### src/rtl/cfg_status_reg.sv
module cfg_status_reg #(
  parameter int ADDR_W = 12,
  parameter logic [ADDR_W-1:0] REG_ADDR = 12'h202
) (
  input  logic              clk,
  input  logic              rst_n,
  input  logic [ADDR_W-1:0] addr,
  input  logic [7:0]        wdata,
  input  logic              wr_en,
  input  logic              rd_en,
  input  logic              io_mode,
  input  logic              chg_ready,
  input  logic              irq_pending,
  input  logic              irq_enable,
  input  logic              pwr_ack,
  output logic [7:0]        rdata,
  output logic              stschg_n,
  output logic              ready,
  output logic              pwr_down_req,
  output logic              io8_only
);

  localparam int B_CHG = 7, B_SIG = 6, B_IO8 = 5, B_PWD = 2, B_IRQ = 1;

  logic sig_en_q, io8_q, pwd_q, busy_q;
  logic hit, wr_hit, pwd_flip, irq_vis;

  assign hit      = (addr == REG_ADDR);
  assign wr_hit   = wr_en && hit;
  assign pwd_flip = wr_hit && (wdata[B_PWD] != pwd_q);
  assign irq_vis  = irq_pending && irq_enable;

  always_ff @(posedge clk or negedge rst_n) begin
    if (!rst_n) begin
      sig_en_q <= 1'b0;
      io8_q    <= 1'b0;
      pwd_q    <= 1'b0;
    end else if (wr_hit) begin
      sig_en_q <= wdata[B_SIG];
      io8_q    <= wdata[B_IO8];
      pwd_q    <= wdata[B_PWD];
    end
  end

  always_ff @(posedge clk or negedge rst_n) begin
    if (!rst_n)        busy_q <= 1'b0;
    else if (pwd_flip) busy_q <= 1'b1;
    else if (pwr_ack)  busy_q <= 1'b0;
  end

  always_comb begin
    rdata = 8'h00;
    if (rd_en && hit) begin
      rdata[B_CHG] = chg_ready;
      rdata[B_SIG] = sig_en_q;
      rdata[B_IO8] = io8_q;
      rdata[B_PWD] = pwd_q;
      rdata[B_IRQ] = irq_vis;
    end
  end

  assign stschg_n     = !(chg_ready && sig_en_q && io_mode);
  assign ready        = !busy_q;
  assign pwr_down_req = pwd_q;
  assign io8_only     = io8_q;

  a_r7_busy_on_flip: assert property (@(posedge clk) disable iff (!rst_n)
    (wr_en && addr == REG_ADDR && wdata[B_PWD] != pwr_down_req) |=> !ready);

  a_r7_no_busy_same: assert property (@(posedge clk) disable iff (!rst_n)
    (ready && !(wr_en && addr == REG_ADDR && wdata[B_PWD] != pwr_down_req)) |=> ready);

  a_r8_hold_busy: assert property (@(posedge clk) disable iff (!rst_n)
    (!ready && !pwr_ack) |=> !ready);

  a_r8_release: assert property (@(posedge clk) disable iff (!rst_n)
    (!ready && pwr_ack && !(wr_en && addr == REG_ADDR && wdata[B_PWD] != pwr_down_req)) |=> ready);

  a_r9_flip_wins: assert property (@(posedge clk) disable iff (!rst_n)
    (pwr_ack && wr_en && addr == REG_ADDR && wdata[B_PWD] != pwr_down_req) |=> !ready);

  a_r2_miss_keeps: assert property (@(posedge clk) disable iff (!rst_n)
    (addr != REG_ADDR) |=> ($stable(pwr_down_req) && $stable(io8_only)));

  a_r4_sig_off: assert property (@(posedge clk) disable iff (!rst_n)
    (wr_en && addr == REG_ADDR && !wdata[B_SIG]) |=> stschg_n);

endmodule

### config.mk
export PLATFORM = sky130hd
export DESIGN_NAME = cfg_status_reg
export DESIGN_NICKNAME = d
export VERILOG_FILES = /design/src/rtl/cfg_status_reg.sv
export SDC_FILE = /design/constraint.sdc
export NUM_CORES = 1
export LEC_CHECK = 0
export BUFFER_PORTS_ARGS = -buffer_cell sky130_fd_sc_hd__buf_2
export CAP_MARGIN = 20
export CORE_AREA = 2 2 39 41
export DETAILED_ROUTE_END_ITERATION = 16
export DIE_AREA = 0 0 41 43
export GPL_ROUTABILITY_DRIVEN = 0
export SETUP_SLACK_MARGIN = 0.05
export SKIP_LAST_GASP = 1
export SYNTH_ARGS = -nofsm -noshare
export SYNTH_HDL_FRONTEND = slang
export SYNTH_SLANG_ARGS = --single-unit
export TNS_END_PERCENT = 50
### constraint.sdc
create_clock -name clk -period 1.3 [get_ports clk]
set_input_delay 0.195 -clock clk [delete_from_list [all_inputs] [get_ports clk]]
set_output_delay 0.195 -clock clk [all_outputs]
set_load 0.05 [all_outputs]
==> results.toml <==
[outcome]
run_status = "complete, but fails checks"
failed_checks = "setup timing"

[cts]
numCtsBuffers = 3
cts.clk_slew.worst_paths_ns = 0.04
worstSkewPairLatency_ns = 0.23
clk_root_buffer_cell = "sky130_fd_sc_hd__clkbuf_4"
clock_sinks = 4
cts-root-to-sink-buffers = 2
tritoncts = "yes"
htreeDepth = 1

[hold_path]
hp-class = "primary input to flip-flop"
worstHoldStart = "pwr_ack"
whs_path_depth = 2
hold_path_end = "busy_q"

[setup_path]
crit_type = "primary input to output pin"
worst_r2r_startpoint = "sig_en_q"
startpoint = "addr[0]"
rrSetupSlack_ns = 0.52
timing.critical_path.fanout_max = 5
endpoint_kind = "output pin"
critical-path-slowest-cell = "sky130_fd_sc_hd__nor4b_4"
regToRegEndpoint = "sig_en_q"
critical_path_required_ns = 1.11
cpPeakStageDelay_ns = 0.31
family_with_the_most_delay_on_the_worst_path = "simple AND/OR/NAND/NOR gates"
crit_buf_inv = 2
cp_cell_sequence = "buf_6 -> nor4b_4 -> and4_4 -> and3_4 -> buf_8"
cp.arrival_ns = 1.20
worst_r2r_path_depth = 1
startpoint_type = "primary input"

[power]
p_leak_uw = 0.000313
power_density_nw_per_um2 = 629
power.ir.vdd_worst_mv = 0.261

[global_route]
grt_overflow_total = 0
grt_start_max_net_pins = 6
total_routing_usage_reported_by_global_routing_pct = 12.0
first_pass_grt_wire_length_microns = 1380
use_met2_pct = 23.8
grt_antenna_before_repair = 0
first_global_vias = 364
use_met1_pct = 9.15
grt.busiest_layer = "met2"
globalRouteMet3Util_pct = 3.14

[floorplanning]
core.rowCount = 14
width_of_the_die_microns = 41
dieArea_sq_um = 1760
fp.coreArea_sq_um = 1380
initial_utilization_pct = 22.2
pin_count = 41
die_y_microns = 43

[final_layout]
regArea_sq_um = 100
nFillCells = 151
finished_layout_cell_area_sq_um = 583
area_delta_synth_final_pct = 90.2
finalNetCount = 93
antenna_diodes = 0
multi_input_area_sq_um = 195
drive_above_1_share_pct = 75.8

[detailed_routing]
routed_via_density = 4.10
ant_nets = 0
drtPass1Iterations = 1
routed-via-count = 320
detail_route.wirelength_microns = 908
drt_iter0_markers = 0
wire_per_inst_microns = 11.6
remaining_drc_errors = 0

[placement]
io_buffer_count = 32
placedInstanceArea_sq_um = 482

[synth]
synth-seq-cells = 4
yosys_warnings = 0
synth_cells = 25
ys_seq_area_share_pct = 32.7
netlist_area_sq_um = 307
syn-mean-instance-area_sq_um = 12.3
number_of_library_cell_types_mapped_by_synthesis = 14

[timing]
timing.final.crit_share_pct = 107
fmax_mhz = 716
rsz0062_at_grt = "yes"
report.final.hold_viol_count = 0
setup-violations-final = 5
timing.clock.skew_ns = 0.0000377
timing.final.max_slew_violations = 0
final_period_minus_worst_setup_slack_ns = 1.40
fin_tns_setup_ns = -0.405
layout_setup_ws_ns = -0.0972

[flow_run]
maxCapViolCount = 0
## flip-flops by register name, indices dropped and copies added (netlist names)
signal	flops
busy_q	1
io8_only	1
pwr_down_req	1
sig_en_q	1
## per-layer routing
metal	routed length, microns	vias up
met5	0	-
li1	-	159
met4	0	0
met3	55	0
met1	264	148
met2	588	13
## stage by stage
stage | cells | power [uW] | hold WS (ns) | utilization, % | setup WS (ns)
floorplan | 27 | 165 | -0.101 | - | -0.0651
global placement | 73 | 202 | 0.00191 | 34.8 | -0.223
detailed placement | 73 | 205 | 0.00434 | 34.8 | -0.258
CTS | 78 | 373 | 0.145 | 40.7 | -0.113
global route | 78 | 394 | 0.147 | 42.1 | -0.142
finish | 78 | 367 | 0.152 | 42.1 | -0.0972
## layout make-up
| cell class | count | area share [%] |
|---|---|---|
| clock buffers | 3 | 3.86 |
| inverters | 1 | 0.644 |
| multi-input cells | 19 | 33.5 |
| flip-flops and latches | 4 | 17.2 |
| well taps | 16 | 3.43 |
| repair buffers | 35 | 41.4 |
## worst max path at each step
stage / cells after the start / slack (ns) / end
after floorplan: 3 / -0.07 / rdata[5]
after global placement: 5 / -0.22 / rdata[1]
after detailed placement: 5 / -0.26 / rdata[1]
after CTS: 5 / -0.11 / rdata[1]
after global routing: 5 / -0.14 / rdata[1]
final: 5 / -0.1 / rdata[1]
## Yosys cell counts
cell type                 n  share of area [%]
sky130_fd_sc_hd__nand3_1  1                1.6
sky130_fd_sc_hd__and3_1   1                2.0
sky130_fd_sc_hd__conb_1   1                1.2
sky130_fd_sc_hd__o22ai_1  1                2.0
sky130_fd_sc_hd__nand4_2  1                4.1
sky130_fd_sc_hd__and4_2   1                3.3
sky130_fd_sc_hd__nor4_4   1                6.9
sky130_fd_sc_hd__nor4b_4  2                 16
sky130_fd_sc_hd__buf_4    3                7.3
sky130_fd_sc_hd__inv_1    1                1.2
sky130_fd_sc_hd__dfrtp_1  4                 33
sky130_fd_sc_hd__mux2_2   3                 11
sky130_fd_sc_hd__xnor2_1  1                2.9
sky130_fd_sc_hd__and2_1   4                8.2
## cell families after synthesis
| family | after synthesis | share of synthesized area, % |
|---|---|---|
| other | 1 | 1.22 |
| XOR/XNOR | 1 | 2.86 |
| flip-flops | 4 | 32.7 |
| AO/OA/AOI/OAI | 1 | 2.04 |
| buffers and inverters | 4 | 8.57 |
| multiplexers | 3 | 11.0 |
| AND/OR/NAND/NOR | 11 | 41.6 |
## power by group
| part | total, uW | switching [uW] | internal [uW] |
|---|---|---|---|
| clock network | 152 | 48.7 | 103 |
| logic | 88.9 | 45.5 | 43.4 |
| registers | 126 | 0.350 | 126 |
| total | 367 | 94.6 | 272 |
## placed cells by master (no fill, tap or decap)
| cell | instances |
|---|---|
| sky130_fd_sc_hd__buf_2 | 23 |
| sky130_fd_sc_hd__buf_6 | 7 |
| sky130_fd_sc_hd__dfrtp_1 | 4 |
| sky130_fd_sc_hd__and2_1 | 3 |
| sky130_fd_sc_hd__mux2_2 | 3 |
| sky130_fd_sc_hd__conb_1 | 3 |
| sky130_fd_sc_hd__clkbuf_4 | 3 |
| sky130_fd_sc_hd__buf_4 | 3 |
| sky130_fd_sc_hd__nor4b_4 | 2 |
| sky130_fd_sc_hd__nor4_4 | 1 |
| sky130_fd_sc_hd__and4_4 | 1 |
| sky130_fd_sc_hd__and3_4 | 1 |
| sky130_fd_sc_hd__nand3_1 | 1 |
| sky130_fd_sc_hd__inv_1 | 1 |
| sky130_fd_sc_hd__and2_2 | 1 |
| sky130_fd_sc_hd__nand4_2 | 1 |
| sky130_fd_sc_hd__xnor2_1 | 1 |
| sky130_fd_sc_hd__o22ai_1 | 1 |
| sky130_fd_sc_hd__dlygate4sd3_1 | 1 |
| sky130_fd_sc_hd__buf_8 | 1 |
## what timing repair did
item,CTS,global route
pin swaps,4,3
gates resized for setup,13,4
hold buffers,1,0
hold endpoints to repair,4,0
setup buffers,1,0
setup endpoints to repair,5,5
No activity file was read; power rests on OpenSTA's default activity.
